<file path="src/rtl/mulx_pkg.sv">
package mulx_pkg;
    localparam int DW = 32;
    localparam int HW = DW / 2;
    localparam int PW = 2 * DW;

    typedef enum logic [1:0] {
        FM_WORD     = 2'd0,
        FM_LONG     = 2'd1,
        FM_WIDE     = 2'd2,
        FM_WIDE_ALT = 2'd3
    } form_t;

    typedef enum logic [1:0] {
        ST_IDLE,
        ST_RUN,
        ST_FIX,
        ST_DONE
    } mstate_t;
endpackage

</file>
<file path="src/rtl/mulx_prep.sv">
module mulx_prep
    import mulx_pkg::*;
#(
    parameter int W = DW
) (
    input  logic         is_signed,
    input  logic         word_mode,
    input  logic [W-1:0] a,
    input  logic [W-1:0] b,
    output logic [W-1:0] mcand,
    output logic [W-1:0] mplr,
    output logic         neg
);
    localparam int H = W / 2;

    logic [W-1:0] ext_a, ext_b, mag_a, mag_b;
    logic         sa, sb;

    always_comb begin
        if (word_mode) begin
            ext_a = is_signed ? {{H{a[H-1]}}, a[H-1:0]} : {{H{1'b0}}, a[H-1:0]};
            ext_b = is_signed ? {{H{b[H-1]}}, b[H-1:0]} : {{H{1'b0}}, b[H-1:0]};
        end else begin
            ext_a = a;
            ext_b = b;
        end
        sa    = is_signed & ext_a[W-1];
        sb    = is_signed & ext_b[W-1];
        mag_a = sa ? (~ext_a + 1'b1) : ext_a;
        mag_b = sb ? (~ext_b + 1'b1) : ext_b;
        neg   = sa ^ sb;
        mcand = mag_a;
        // MSB-first loop: word multiplier is left-aligned so H steps suffice
        mplr  = word_mode ? {mag_b[H-1:0], {H{1'b0}}} : mag_b;
    end
endmodule

</file>
<file path="src/rtl/mulx_core.sv">
module mulx_core
    import mulx_pkg::*;
#(
    parameter int W = DW
) (
    input  logic           clk,
    input  logic           rst_n,
    input  logic           load,
    input  logic           step,
    input  logic [W-1:0]   mcand_in,
    input  logic [W-1:0]   mplr_in,
    input  logic           neg_in,
    output logic [2*W-1:0] prod
);
    logic [2*W-1:0] acc;
    logic [W-1:0]   mcand_q, mplr_q;
    logic           neg_q;
    logic [2*W-1:0] addend;

    assign addend = mplr_q[W-1] ? {{W{1'b0}}, mcand_q} : '0;

    always_ff @(posedge clk or negedge rst_n) begin
        if (!rst_n) begin
            acc     <= '0;
            mcand_q <= '0;
            mplr_q  <= '0;
            neg_q   <= 1'b0;
        end else if (load) begin
            acc     <= '0;
            mcand_q <= mcand_in;
            mplr_q  <= mplr_in;
            neg_q   <= neg_in;
        end else if (step) begin
            acc    <= {acc[2*W-2:0], 1'b0} + addend;
            mplr_q <= {mplr_q[W-2:0], 1'b0};
        end
    end

    assign prod = neg_q ? (~acc + 1'b1) : acc;
endmodule

</file>
<file path="src/rtl/mulx_flags.sv">
module mulx_flags
    import mulx_pkg::*;
#(
    parameter int W = DW
) (
    input  form_t          form,
    input  logic           is_signed,
    input  logic [2*W-1:0] prod,
    output logic           n,
    output logic           z,
    output logic           v
);
    logic [W-1:0] hi, lo;
    assign hi = prod[2*W-1:W];
    assign lo = prod[W-1:0];

    always_comb begin
        unique case (form)
            FM_WIDE, FM_WIDE_ALT: begin
                n = prod[2*W-1];
                z = (prod == '0);
                v = 1'b0;
            end
            FM_LONG: begin
                n = lo[W-1];
                z = (lo == '0);
                v = is_signed ? (hi != {W{lo[W-1]}}) : (hi != '0);
            end
            default: begin
                n = lo[W-1];
                z = (lo == '0);
                v = 1'b0;
            end
        endcase
    end
endmodule

</file>
<file path="src/rtl/mulx_unit.sv">
module mulx_unit
    import mulx_pkg::*;
#(
    parameter int W = DW
) (
    input  logic         clk,
    input  logic         rst_n,
    input  logic         start,
    input  logic         is_signed,
    input  logic [1:0]   form,
    input  logic [W-1:0] opa,
    input  logic [W-1:0] opb,
    input  logic         x_in,
    output logic         busy,
    output logic         done,
    output logic [W-1:0] res_hi,
    output logic [W-1:0] res_lo,
    output logic [4:0]   flags
);
    localparam int H  = W / 2;
    localparam int CW = $clog2(W + 1);

    mstate_t        state, state_nx;
    logic [CW-1:0]  cnt;
    form_t          form_q;
    logic           sgn_q, x_q;
    logic           load, step, fix;
    logic           in_word;
    logic [W-1:0]   p_mcand, p_mplr;
    logic           p_neg;
    logic [2*W-1:0] prod;
    logic           fn, fz, fv;

    assign in_word = (form == FM_WORD);

    mulx_prep #(.W(W)) prep_i (
        .is_signed (is_signed),
        .word_mode (in_word),
        .a         (opa),
        .b         (opb),
        .mcand     (p_mcand),
        .mplr      (p_mplr),
        .neg       (p_neg)
    );

    mulx_core #(.W(W)) core_i (
        .clk      (clk),
        .rst_n    (rst_n),
        .load     (load),
        .step     (step),
        .mcand_in (p_mcand),
        .mplr_in  (p_mplr),
        .neg_in   (p_neg),
        .prod     (prod)
    );

    mulx_flags #(.W(W)) flags_i (
        .form      (form_q),
        .is_signed (sgn_q),
        .prod      (prod),
        .n         (fn),
        .z         (fz),
        .v         (fv)
    );

    // next-state logic
    always_comb begin
        state_nx = state;
        unique case (state)
            ST_IDLE: if (start) state_nx = ST_RUN;
            ST_RUN:  if (cnt == CW'(1)) state_nx = ST_FIX;
            ST_FIX:  state_nx = ST_DONE;
            ST_DONE: state_nx = ST_IDLE;
            default: state_nx = ST_IDLE;
        endcase
    end

    // state register
    always_ff @(posedge clk or negedge rst_n) begin
        if (!rst_n) state <= ST_IDLE;
        else        state <= state_nx;
    end

    // control decode
    assign load = (state == ST_IDLE) && start;
    assign step = (state == ST_RUN);
    assign fix  = (state == ST_FIX);
    assign busy = (state == ST_RUN) || (state == ST_FIX);
    assign done = (state == ST_DONE);

    // output and context registers
    always_ff @(posedge clk or negedge rst_n) begin
        if (!rst_n) begin
            cnt    <= '0;
            form_q <= FM_WORD;
            sgn_q  <= 1'b0;
            x_q    <= 1'b0;
            res_hi <= '0;
            res_lo <= '0;
            flags  <= '0;
        end else begin
            if (load) begin
                cnt    <= in_word ? CW'(H) : CW'(W);
                form_q <= (form_t'(form) == FM_WIDE_ALT) ? FM_WIDE : form_t'(form);
                sgn_q  <= is_signed;
                x_q    <= x_in;
            end else if (step) begin
                cnt <= cnt - 1'b1;
            end
            if (fix) begin
                res_hi <= prod[2*W-1:W];
                res_lo <= prod[W-1:0];
                flags  <= {x_q, fn, fz, fv, 1'b0};
            end
        end
    end

    // done lasts one cycle
    a_r9_done_one_cycle: assert property (@(posedge clk) disable iff (!rst_n)
        done |=> !done);

    // busy is held until the done cycle
    a_r9_busy_until_done: assert property (@(posedge clk) disable iff (!rst_n)
        busy |=> (busy || done));

    // an idle start is taken
    a_r10_start_taken: assert property (@(posedge clk) disable iff (!rst_n)
        (start && !busy && !done) |=> busy);

    // overflow only in the truncated long form
    a_r7_v_only_long: assert property (@(posedge clk) disable iff (!rst_n)
        (done && form_q != FM_LONG) |-> !flags[1]);

    // zero result is never negative
    a_r6_zero_not_neg: assert property (@(posedge clk) disable iff (!rst_n)
        (done && flags[2]) |-> !flags[3]);
endmodule

</file>
<file path="config.mk">
export PLATFORM = sky130hd
export DESIGN_NAME = mulx_unit
export DESIGN_NICKNAME = d
export VERILOG_FILES = /design/src/rtl/mulx_pkg.sv /design/src/rtl/mulx_prep.sv /design/src/rtl/mulx_core.sv /design/src/rtl/mulx_flags.sv /design/src/rtl/mulx_unit.sv
export SDC_FILE = /design/constraint.sdc
export NUM_CORES = 1
export LEC_CHECK = 0
export BUFFER_PORTS_ARGS = -buffer_cell sky130_fd_sc_hd__buf_2
export CAP_MARGIN = 20
export CORE_MARGIN = 2
export CORE_UTILIZATION = 43
export CTS_BUF_LIST = sky130_fd_sc_hd__clkbuf_4
export DETAILED_ROUTE_END_ITERATION = 16
export GPL_ROUTABILITY_DRIVEN = 0
export PLACE_DENSITY_LB_ADDON = 0.25
export SYNTH_ARGS = -nofsm -noshare
export SYNTH_HDL_FRONTEND = slang
export SYNTH_SLANG_ARGS = --single-unit
</file>
<file path="constraint.sdc">
create_clock -name clk -period 3.5 [get_ports clk]
set_clock_uncertainty 0.1 [all_clocks]
set_input_delay 0.35 -clock clk [delete_from_list [all_inputs] [get_ports clk]]
set_output_delay 0.35 -clock clk [all_outputs]
set_load 0.01 [all_outputs]
</file>
Word-level counts from Yosys, hierarchy flattened

Cells that the tools add are included.
Widths: inputs -> output; s select.

Bits in registers: 209

Add/sub/neg operators: 5
Equality and inequality tests: 11
Muxes and demuxes: 24
Bitwise operators: 6
Reduce and logical (&&, ||, !) cells: 10

Operator list:

| kind                  | count |
|---|---|
| $mux 32               | 10 |
| $mux 64               | 3 |
| $add 32x1->32 const B | 2 |
| $add 64x1->64 const B | 1 |
| $add 64x64->64        | 1 |
| $logic_not 64->1      | 1 |
| $not 32->32           | 2 |
| $not 64->64           | 1 |
| $logic_not 32->1      | 1 |
| $ne 32x32->1          | 1 |
| $reduce_bool 32->1    | 1 |
| $mux 6                | 3 |
| $eq 2x2->1 const B    | 5 |
| $pmux 2 s4            | 1 |
| $eq 6x1->1 const B    | 1 |
| $mux 2                | 3 |
| $sub 6x1->6 const B   | 1 |
| $eq 2x1->1 const B    | 2 |
| $logic_not 2->1       | 2 |
| $mux 1                | 4 |
| $ne 2x2->1 const B    | 2 |
| $and 1x1->1           | 2 |
| $reduce_and 2->1      | 1 |
| $reduce_bool 2->1     | 1 |
| 4 further kinds       | 4 |

Logic depth before layout (Yosys ltp)

Gate-level depths: netlist of the first run.

Depth after elaboration: 7
Mapped depth: 15

Modules after synthesis

A second synthesis of the first run with hierarchy kept.

Cells, all modules: 1635
Area, all modules: 14921.8 µm²

Modules (own cells, without submodules):

| module     | instances | cells an instance | area each (µm²) |
|---|---|---|---|
| mulx_core  | 1         | 1041              | 9300.2 |
| mulx_unit  | 1         | 208               | 3153.0 |
| mulx_prep  | 1         | 343               | 2189.6 |
| mulx_flags | 1         | 43                | 279.0 |

Least setup slack after synthesis of the first run

Ideal clock, no wire load.

Kind: register -> register
From: register core_i.mplr_q[31]
To: register core_i.acc[33]
Setup time: 0.137 ns
Arrival time: 3.640 ns
Required time: 3.263 ns
Setup slack: -0.377 ns
Stages on the path, launching flop included: 16
Path buffers: 2
Clock period less this slack: 3.877 ns
Path through: dfrtp_1 -> clkbuf_1 -> and2_1 -> ha_1 -> fa_1 -> a21o_1 -> a21o_1 -> a2111oi_0 -> nor4b_1 -> or2_2 -> o211ai_1 -> a41o_1 -> clkbuf_1 -> a21boi_0 -> xnor2_1 -> a21oi_1

Cells in the longest elaborated chain, start to end: 4

RTL lines:

| element                | line            | source |
|---|---|---|
| start, declared        | mulx_core.sv:16 | `logic [W-1:0] mcand_q, mplr_q;` |
| start signal, assigned | mulx_core.sv:31 | `mplr_q <= mplr_in;` |
| start signal, assigned | mulx_core.sv:35 | `mplr_q <= {mplr_q[W-2:0], 1'b0};` |
| $mux 32                | mulx_core.sv:20 | `assign addend = mplr_q[W-1] ? {{W{1'b0}}, mcand_q} : '0;` |
| $add 64x64->64         | mulx_core.sv:34 | `acc <= {acc[2*W-2:0], 1'b0} + addend;` |
| $mux 64                | mulx_core.sv:33 | `end else if (step) begin` |
| $mux 64                | mulx_core.sv:28 | `end else if (load) begin` |
| end signal, assigned   | mulx_core.sv:34 |  |
| end, declared          | mulx_core.sv:15 | `logic [2*W-1:0] acc;` |

No other way between the ends. The select of a mux whose other input is x is not followed.
A chain may end at the register's enable or synchronous reset.

Worst setup path in the final report of the first run

From: register core_i.acc[17]
To: register flags[1]

Cells in the longest elaborated chain, start to end: 6
Elaborated cells on any way between the ends: 7

RTL lines:

| element                                                   | line             | source |
|---|---|---|
| $not 64->64 *                                             | mulx_core.sv:39  | `assign prod = neg_q ? (~acc + 1'b1) : acc;` |
| $add 64x1->64 *                                           | mulx_core.sv:39  |  |
| $mux 64 *                                                 | mulx_core.sv:39  |  |
| $ne 32x32->1 / $reduce_bool 32->1 (equally long branches) | mulx_flags.sv:27 | `v = is_signed ? (hi != {W{lo[W-1]}}) : (hi != '0);` |
| $mux 1 *                                                  | mulx_flags.sv:27 |  |
| $mux 1 *                                                  | mulx_flags.sv:18 | `unique case (form)` |
| end signal, assigned                                      | mulx_unit.sv:113 | `flags <= {x_q, fn, fz, fv, 1'b0};` |
| end, declared                                             | mulx_unit.sv:18  | `output logic [4:0] flags` |

Mark *: on every way between the ends. The rest lies on a longest branch, timed or not.

==> results of run 1 <==
-- registers in the layout, summed over array words and instances, names as in the netlist --
| name | cells |
|---|---|
| cnt | 6 |
| core_i.acc | 64 |
| core_i.mcand_q | 32 |
| flags | 4 |
| sgn_q | 1 |
| state | 2 |
| res_lo | 32 |
| core_i.mplr_q | 32 |
| res_hi | 32 |
| form_q | 2 |
| x_q | 1 |
| core_i.neg_q | 1 |
-- cell usage after synthesis, drive strengths merged (2+ instances only) --
master / count / area share (%)
dfrtp: 209 / 36
a21oi: 176 / 6.1
nor2: 159 / 4.1
o21ai: 134 / 4.6
nand2: 130 / 3.4
clkbuf: 122 / 3.2
xnor2: 94 / 5.7
xor2: 89 / 5.4
mux2i: 60 / 4.1
nand3: 44 / 1.5
ha: 42 / 3.6
and2: 39 / 1.7
inv: 35 / 0.90
nor3: 35 / 1.2
o31ai: 26 / 1.4
nand4: 24 / 1.0
or4: 23 / 1.3
or3: 22 / 0.98
o41ai: 21 / 1.4
buf: 20 / 0.62
nor4: 20 / 0.90
a21o: 19 / 0.98
o22ai: 19 / 0.82
a31oi: 15 / 0.65
o211ai: 15 / 0.78
and3: 14 / 0.60
nand2b: 12 / 0.52
nor2b: 12 / 0.52
o21a: 12 / 0.62
a211oi: 11 / 0.57
or2: 10 / 0.43
o21bai: 8 / 0.41
mux2: 7 / 0.54
o31a: 7 / 0.42
a2111oi: 6 / 0.36
nand4b: 5 / 0.30
a221oi: 4 / 0.24
and4: 4 / 0.24
a21boi: 3 / 0.16
a31o: 3 / 0.18
nand3b: 3 / 0.16
a211o: 2 / 0.12
a22o: 2 / 0.12
a32o: 2 / 0.14
-- metal layers --
layer | wire (µm) | part of all wire [%]
met4 | 1140 | 2.7
met1 | 19670 | 47
met5 | 0 | 0
met2 | 18230 | 44
met3 | 2519 | 6.1
-- power by group through the flow --
stage | registers, µW | logic (µW) | clock network [µW]
finish | 2420 | 400 | 2210
global route | 2410 | 445 | 2400
CTS | 2410 | 398 | 2290
detailed placement | 2460 | 334 | 0
global placement | 2460 | 330 | 0
floorplan | 2460 | 161 | 0
-- timing repair --
| action | 4_1_cts | 5_1_grt |
|---|---|---|
| gates resized for setup | 48 | 52 |
| hold endpoints to repair | 165 | 0 |
| pin swaps | 40 | 55 |
| endpoints found under the setup margin | 30 | 39 |
| cloned | 2 | 0 |
| setup buffers | 8 | 8 |
| hold buffers | 72 | 0 |
-- path summary, 6_finish.rpt --
path	end	depth (start not counted)	slack (ps)
max in group asynchronous	core_i.mplr_q[31]	3	2320
worst min-delay path	core_i.mcand_q[20]	4	70
min in group asynchronous	res_lo[13]	2	190
worst max register to register	flags[1]	10	-130
worst min register to register	core_i.mcand_q[4]	2	370
worst max-delay path	flags[1]	10	-130
-- through the flow --
stage | area (µm²) | hold WS (ps) | power [µW] | worst slack, ps | utilization, %
6_report | 18950 | 73.09 | 5029 | -125.0 | 56.80
5_1_grt | 18950 | 60.19 | 5256 | -252.3 | 56.80
4_1_cts | 18650 | 5.317 | 5106 | -118.4 | 55.89
3_5_place_dp | 16860 | 363.4 | 2795 | -296.1 | 50.53
3_3_place_gp | 16860 | 354.0 | 2790 | -239.4 | 50.53
2_1_floorplan | 14620 | -45.59 | 2622 | -230.3 | -
-- kinds of logic after synthesis --
| family | synth area share (%) |
|---|---|
| simple gates | 18.96 |
| compound gates | 20.87 |
| flops | 36.00 |
| xor+xnor | 11.03 |
| buf+inv | 4.685 |
| mux | 4.677 |
| fa+ha+maj | 3.755 |
| other cells | 0.02581 |
-- worst max-delay path: stages (launching register included) --
cell	delay [ps]
dfrtp_1	370
or4_4	540
or3_4	390
or4_4	540
o31ai_4	210
xor2_1	200
nand3_1	110
or4_4	520
a211o_1	310
nor3_1	140
a221oi_1	100
-- final cells by class --
type / instances / area share [%]
antenna: 2 / 0.02641
clock buffer: 83 / 3.288
clock inverter: 19 / 0.5744
inverter: 35 / 0.6933
multi-input combinational: 1351 / 48.46
sequential: 209 / 27.62
tap: 448 / 2.958
timing repair buffer: 418 / 16.38
==> flow_summary.json, run 1 <==
{
  "setup_violations": 6,
  "coreArea_mm2": 0.03336,
  "wirelength_um": 41560,
  "cts.sink_count": 209,
  "num_vias": 14030,
  "cts_root_buf": "clkbuf_4",
  "grt_pass1_vias": 13370,
  "worstMarginPinSlew_ps": 894.6,
  "yosys_warnings": 0,
  "start_kind": "register",
  "drtAntennaViolNets": 0,
  "drive_gt1_share_pct": 25.77,
  "worst_slack_ps": -125.0,
  "dp.cells": 2372,
  "worstPathRequired_ps": 4000,
  "die_h_um": 187.8,
  "drt_pre_antenna_iters": 5,
  "cts_tree": "done",
  "clkLatencyLatePin_ps": 720,
  "ys_ff_latch": 209,
  "grtUsageMet2_pct": 35.64,
  "p_seq_share_pct": 48.0,
  "synth_fp_nets": 1850,
  "overflow": 0,
  "gr-usage-all-layers_pct": 23.23,
  "use_met1_pct": 33.40,
  "clockPowerShare_pct": 44.0,
  "fmax_mhz": 275.9,
  "cp_data_arrival_time_ps": 4130,
  "report.final.slew_viol_count": 0,
  "grt_max_degree": 127,
  "crit_path_max_fanout": 8,
  "grt_pass1_wl_um": 67980,
  "hp-start": "opa[20]",
  "synth_ff_type": "dfrtp_1",
  "finalHoldViolations": 0,
  "finalNonFillerCells": 2565,
  "nets": 2186,
  "worstSetupStartpoint": "core_i.acc[17]",
  "violations": "setup timing",
  "power.switching_uw": 1280,
  "fin_crit_ps": 3625,
  "async_flop_share_pct": 100.0,
  "top_usage_layer": "met2",
  "period_share_pct": 103.6,
  "cts_max_level": 2,
  "avgSynthCellArea_um2": 8.368,
  "wl_per_cell_um": 16.20,
  "leakage_uw": 0.009179,
  "grt_setup_unrepaired": "yes",
  "regArea_mm2": 0.005234,
  "io_buffers": 140,
  "endpoint_kind": "register",
  "num_rows": 67,
  "start_util_pct": 43.54,
  "antenna_found_initial": 2,
  "intPower_uw": 3749,
  "hpwlAfterDp_um": 29790,
  "clockBufferDepth": 3,
  "hp-class": "input pin to register",
  "maxCapViolCount": 0,
  "cts_buffers": 57,
  "die_area_mm2": 0.03527,
  "io_pins": 142,
  "groute.layer.met3.usage_pct": 3.650,
  "layout_commonest_cell": "dfrtp_1",
  "crit_type": "register to register",
  "via_per_inst": 5.469,
  "cts.clk_slew.worst_paths_ps": 70,
  "synth_cells": 1736,
  "syn_to_final_growth_pct": 30.44,
  "p_sw_share_pct": 25.45,
  "r2r-start": "core_i.acc[17]",
  "seq_area_frac_synth_pct": 36.00,
  "drt_iter0_drc": 899,
  "die_x_um": 187.8,
  "final.setup.tns_ps": -381.1,
  "fillerInstances": 3106,
  "combPwrFrac_pct": 7.9,
  "status": "finished, violations left",
  "multi_input_area_mm2": 0.009184,
  "synth.distinct_cells": 73,
  "drc": 0,
  "power_density_mw_per_mm2": 265.4,
  "final_cell_mix": "dfrtp_1, buf_4, a21oi_1",
  "synthesis.area_mm2": 0.01453,
  "slew_headroom_pct": 40.36,
  "peakVddDrop_mv": 0.1685,
  "synth_edf_count": 0
}
No activity file was read; power rests on OpenSTA's default activity.
==> inputs of run 2 (changes only) <==
--- a/config.mk
+++ b/config.mk
@@ -8,11 +8,12 @@
 export BUFFER_PORTS_ARGS = -buffer_cell sky130_fd_sc_hd__buf_2
 export CAP_MARGIN = 20
 export CORE_MARGIN = 2
-export CORE_UTILIZATION = 43
+export CORE_UTILIZATION = 55
 export CTS_BUF_LIST = sky130_fd_sc_hd__clkbuf_4
 export DETAILED_ROUTE_END_ITERATION = 16
 export GPL_ROUTABILITY_DRIVEN = 0
 export PLACE_DENSITY_LB_ADDON = 0.25
+export SKIP_LAST_GASP = 1
 export SYNTH_ARGS = -nofsm -noshare
 export SYNTH_HDL_FRONTEND = slang
 export SYNTH_SLANG_ARGS = --single-unit
==> flow_summary.json, run 2 (synthesized netlist as in run 1, its figures left out) <==
{
  "final_cell_mix": "dfrtp_1, buf_4, a21oi_1",
  "crit_path_max_fanout": 8,
  "status": "finished, violations left",
  "cts_tree": "done",
  "fin_crit_ps": 3808,
  "violations": "setup timing",
  "combPwrFrac_pct": 7.8,
  "routed.top_layer": "met4",
  "path_cells": "or4_4, or3_4, or4_4, o41ai_4, xor2_1, nand3_1, or4_4, a211o_1, nor3_2, a221oi_2",
  "num_rows": 59,
  "max_stage_delay_ps": 600,
  "drc": 0,
  "intPower_uw": 3616,
  "wl_met3_um": 2735,
  "num_vias": 14190,
  "finalHoldViolations": 0,
  "peakVddDrop_mv": 0.1973,
  "die_x_um": 166.5,
  "hpwlAfterDp_um": 28410,
  "nets": 2164,
  "die_h_um": 166.5,
  "worstMarginPinSlew_ps": 978.2,
  "cp_data_arrival_time_ps": 4230,
  "grt_pass1_wl_um": 65850,
  "holdWs_ps": 42.88,
  "p_seq_share_pct": 50.3,
  "wirelength_um": 40440,
  "period_share_pct": 108.8,
  "fmax_mhz": 262.6,
  "cts_root_buf": "clkbuf_4",
  "worst_slack_ps": -307.6,
  "start_util_pct": 55.91,
  "grt_setup_unrepaired": "yes",
  "gr-usage-all-layers_pct": 27.99,
  "via_per_inst": 5.868,
  "cts.clk_slew.worst_paths_ps": 60,
  "coreArea_mm2": 0.02598,
  "cp.buffers_inverters": 0,
  "hp-class": "input pin to register",
  "drt_iter0_drc": 1047,
  "die_area_mm2": 0.02773,
  "maxCapViolCount": 0,
  "report.final.slew_viol_count": 0,
  "final_util_pct": 71.82,
  "cts_max_level": 2,
  "pre_cts_slack_ps": -289.6,
  "clkLatencyLatePin_ps": 670,
  "setup_violations": 19,
  "wl_per_cell_um": 16.72,
  "worst_path_most_repeated_cell": "or4_4",
  "leakage_uw": 0.009000,
  "io_pins": 142,
  "grt_pass1_vias": 13430,
  "overflow": 0,
  "crit_type": "register to register",
  "grt_max_degree": 93,
  "p_sw_share_pct": 24.75,
  "clockBufferDepth": 3,
  "wl_met2_um": 18250,
  "worstPathRequired_ps": 3920,
  "endpoint_kind": "register",
  "cp_top_family": "simple AND/OR/NAND/NOR gates",
  "drtAntennaViolNets": 0,
  "largest_register": "core_i.acc",
  "start_kind": "register",
  "slowest_stage": "or4_4",
  "syn_to_final_growth_pct": 28.46,
  "power.switching_uw": 1189,
  "met1_length_um": 18450,
  "drive_gt1_share_pct": 25.83,
  "slew_headroom_pct": 34.56,
  "power_density_mw_per_mm2": 257.5,
  "cts.sink_count": 209,
  "io_buffers": 140,
  "clockPowerShare_pct": 41.9,
  "drt_pre_antenna_iters": 5,
  "cts_buffers": 54,
  "largest_reg_flops": 64,
  "antenna_found_initial": 1,
  "layout_commonest_cell": "dfrtp_1"
}
## run 2: changes by cell type in the layout (fill, tap and decap cells not counted), moves of 5 or more
cell / before / now
a21oi_4: 3 / 9
and2_1: 34 / 29
and2_4: 4 / 9
buf_4: 188 / 183
clkbuf_4: 83 / 74
dlygate4sd3_1: 72 / 59
ha_1: 33 / 27
ha_4: 9 / 15
o41ai_1: 11 / 16
o41ai_2: 9 / 2
## run 2: power by group through the flow
stage	Sequential (µW)	Clock, µW	Combinational (µW)
4_1_cts	2420	2070	373
3_5_place_dp	2460	0	324
3_3_place_gp	2460	0	318
2_1_floorplan	2460	0	161
6_report	2420	2010	377
5_1_grt	2410	2210	418
## run 2: path summary, 6_finish.rpt
check	to	start	slack [ps]	depth (start not counted)
min in group asynchronous	res_hi[27]	rst_n	210	2
max in group asynchronous	core_i.mplr_q[10]	rst_n	2150	3
setup reg to reg	flags[1]	core_i.acc[18]	-310	10
hold reg to reg	core_i.mcand_q[23]	core_i.mcand_q[23]	370	2
setup / recovery	flags[1]	core_i.acc[18]	-310	10
hold / removal	core_i.mcand_q[26]	opa[26]	40	4
## run 2: layout make-up
class                      count  area, µm²
multi-input combinational   1351       9333
fill                        1998       7323
sequential                   209       5233
timing repair buffer         399       2898
clock buffer                  74      555.5
tap                          335      419.2
inverter                      35      131.4
clock inverter                15      90.09
antenna                        1      2.502
## run 2: through the flow
stage	TNS (ps)	instance area, µm²	power (µW)	std cells
after floorplan	-623.3	14620	2622	1736
after global placement	-3624	16620	2779	2251
after global routing	-5118	18660	5040	2419
after CTS	-1713	18240	4856	2407
after detailed placement	-5078	16620	2784	2251
final	-2269	18660	4805	2419
## run 2: repair_timing
action,4_1_cts,5_1_grt
resized for setup,61,66
hold buffers,59,0
pin swaps,55,60
hold endpoints to repair,143,0
endpoints found under the setup margin,39,46
setup buffers,6,13
gates cloned,2,0
## run 2: per-layer routing
layer	vias up	global-route usage [%]
li1	6859	-
met2	568	44.04
met5	-	0
met4	0	8.246
met1	6684	40.50
met3	83	3.826
## run 2: worst reg2reg max path, cell delays in order, from the launching register on
cell and delay (ps):
dfrtp_1 370, or4_4 540, or3_4 390, or4_4 600
o41ai_4 270, xor2_1 240, nand3_1 110, or4_4 500
a211o_1 280, nor3_2 190, a221oi_2 80
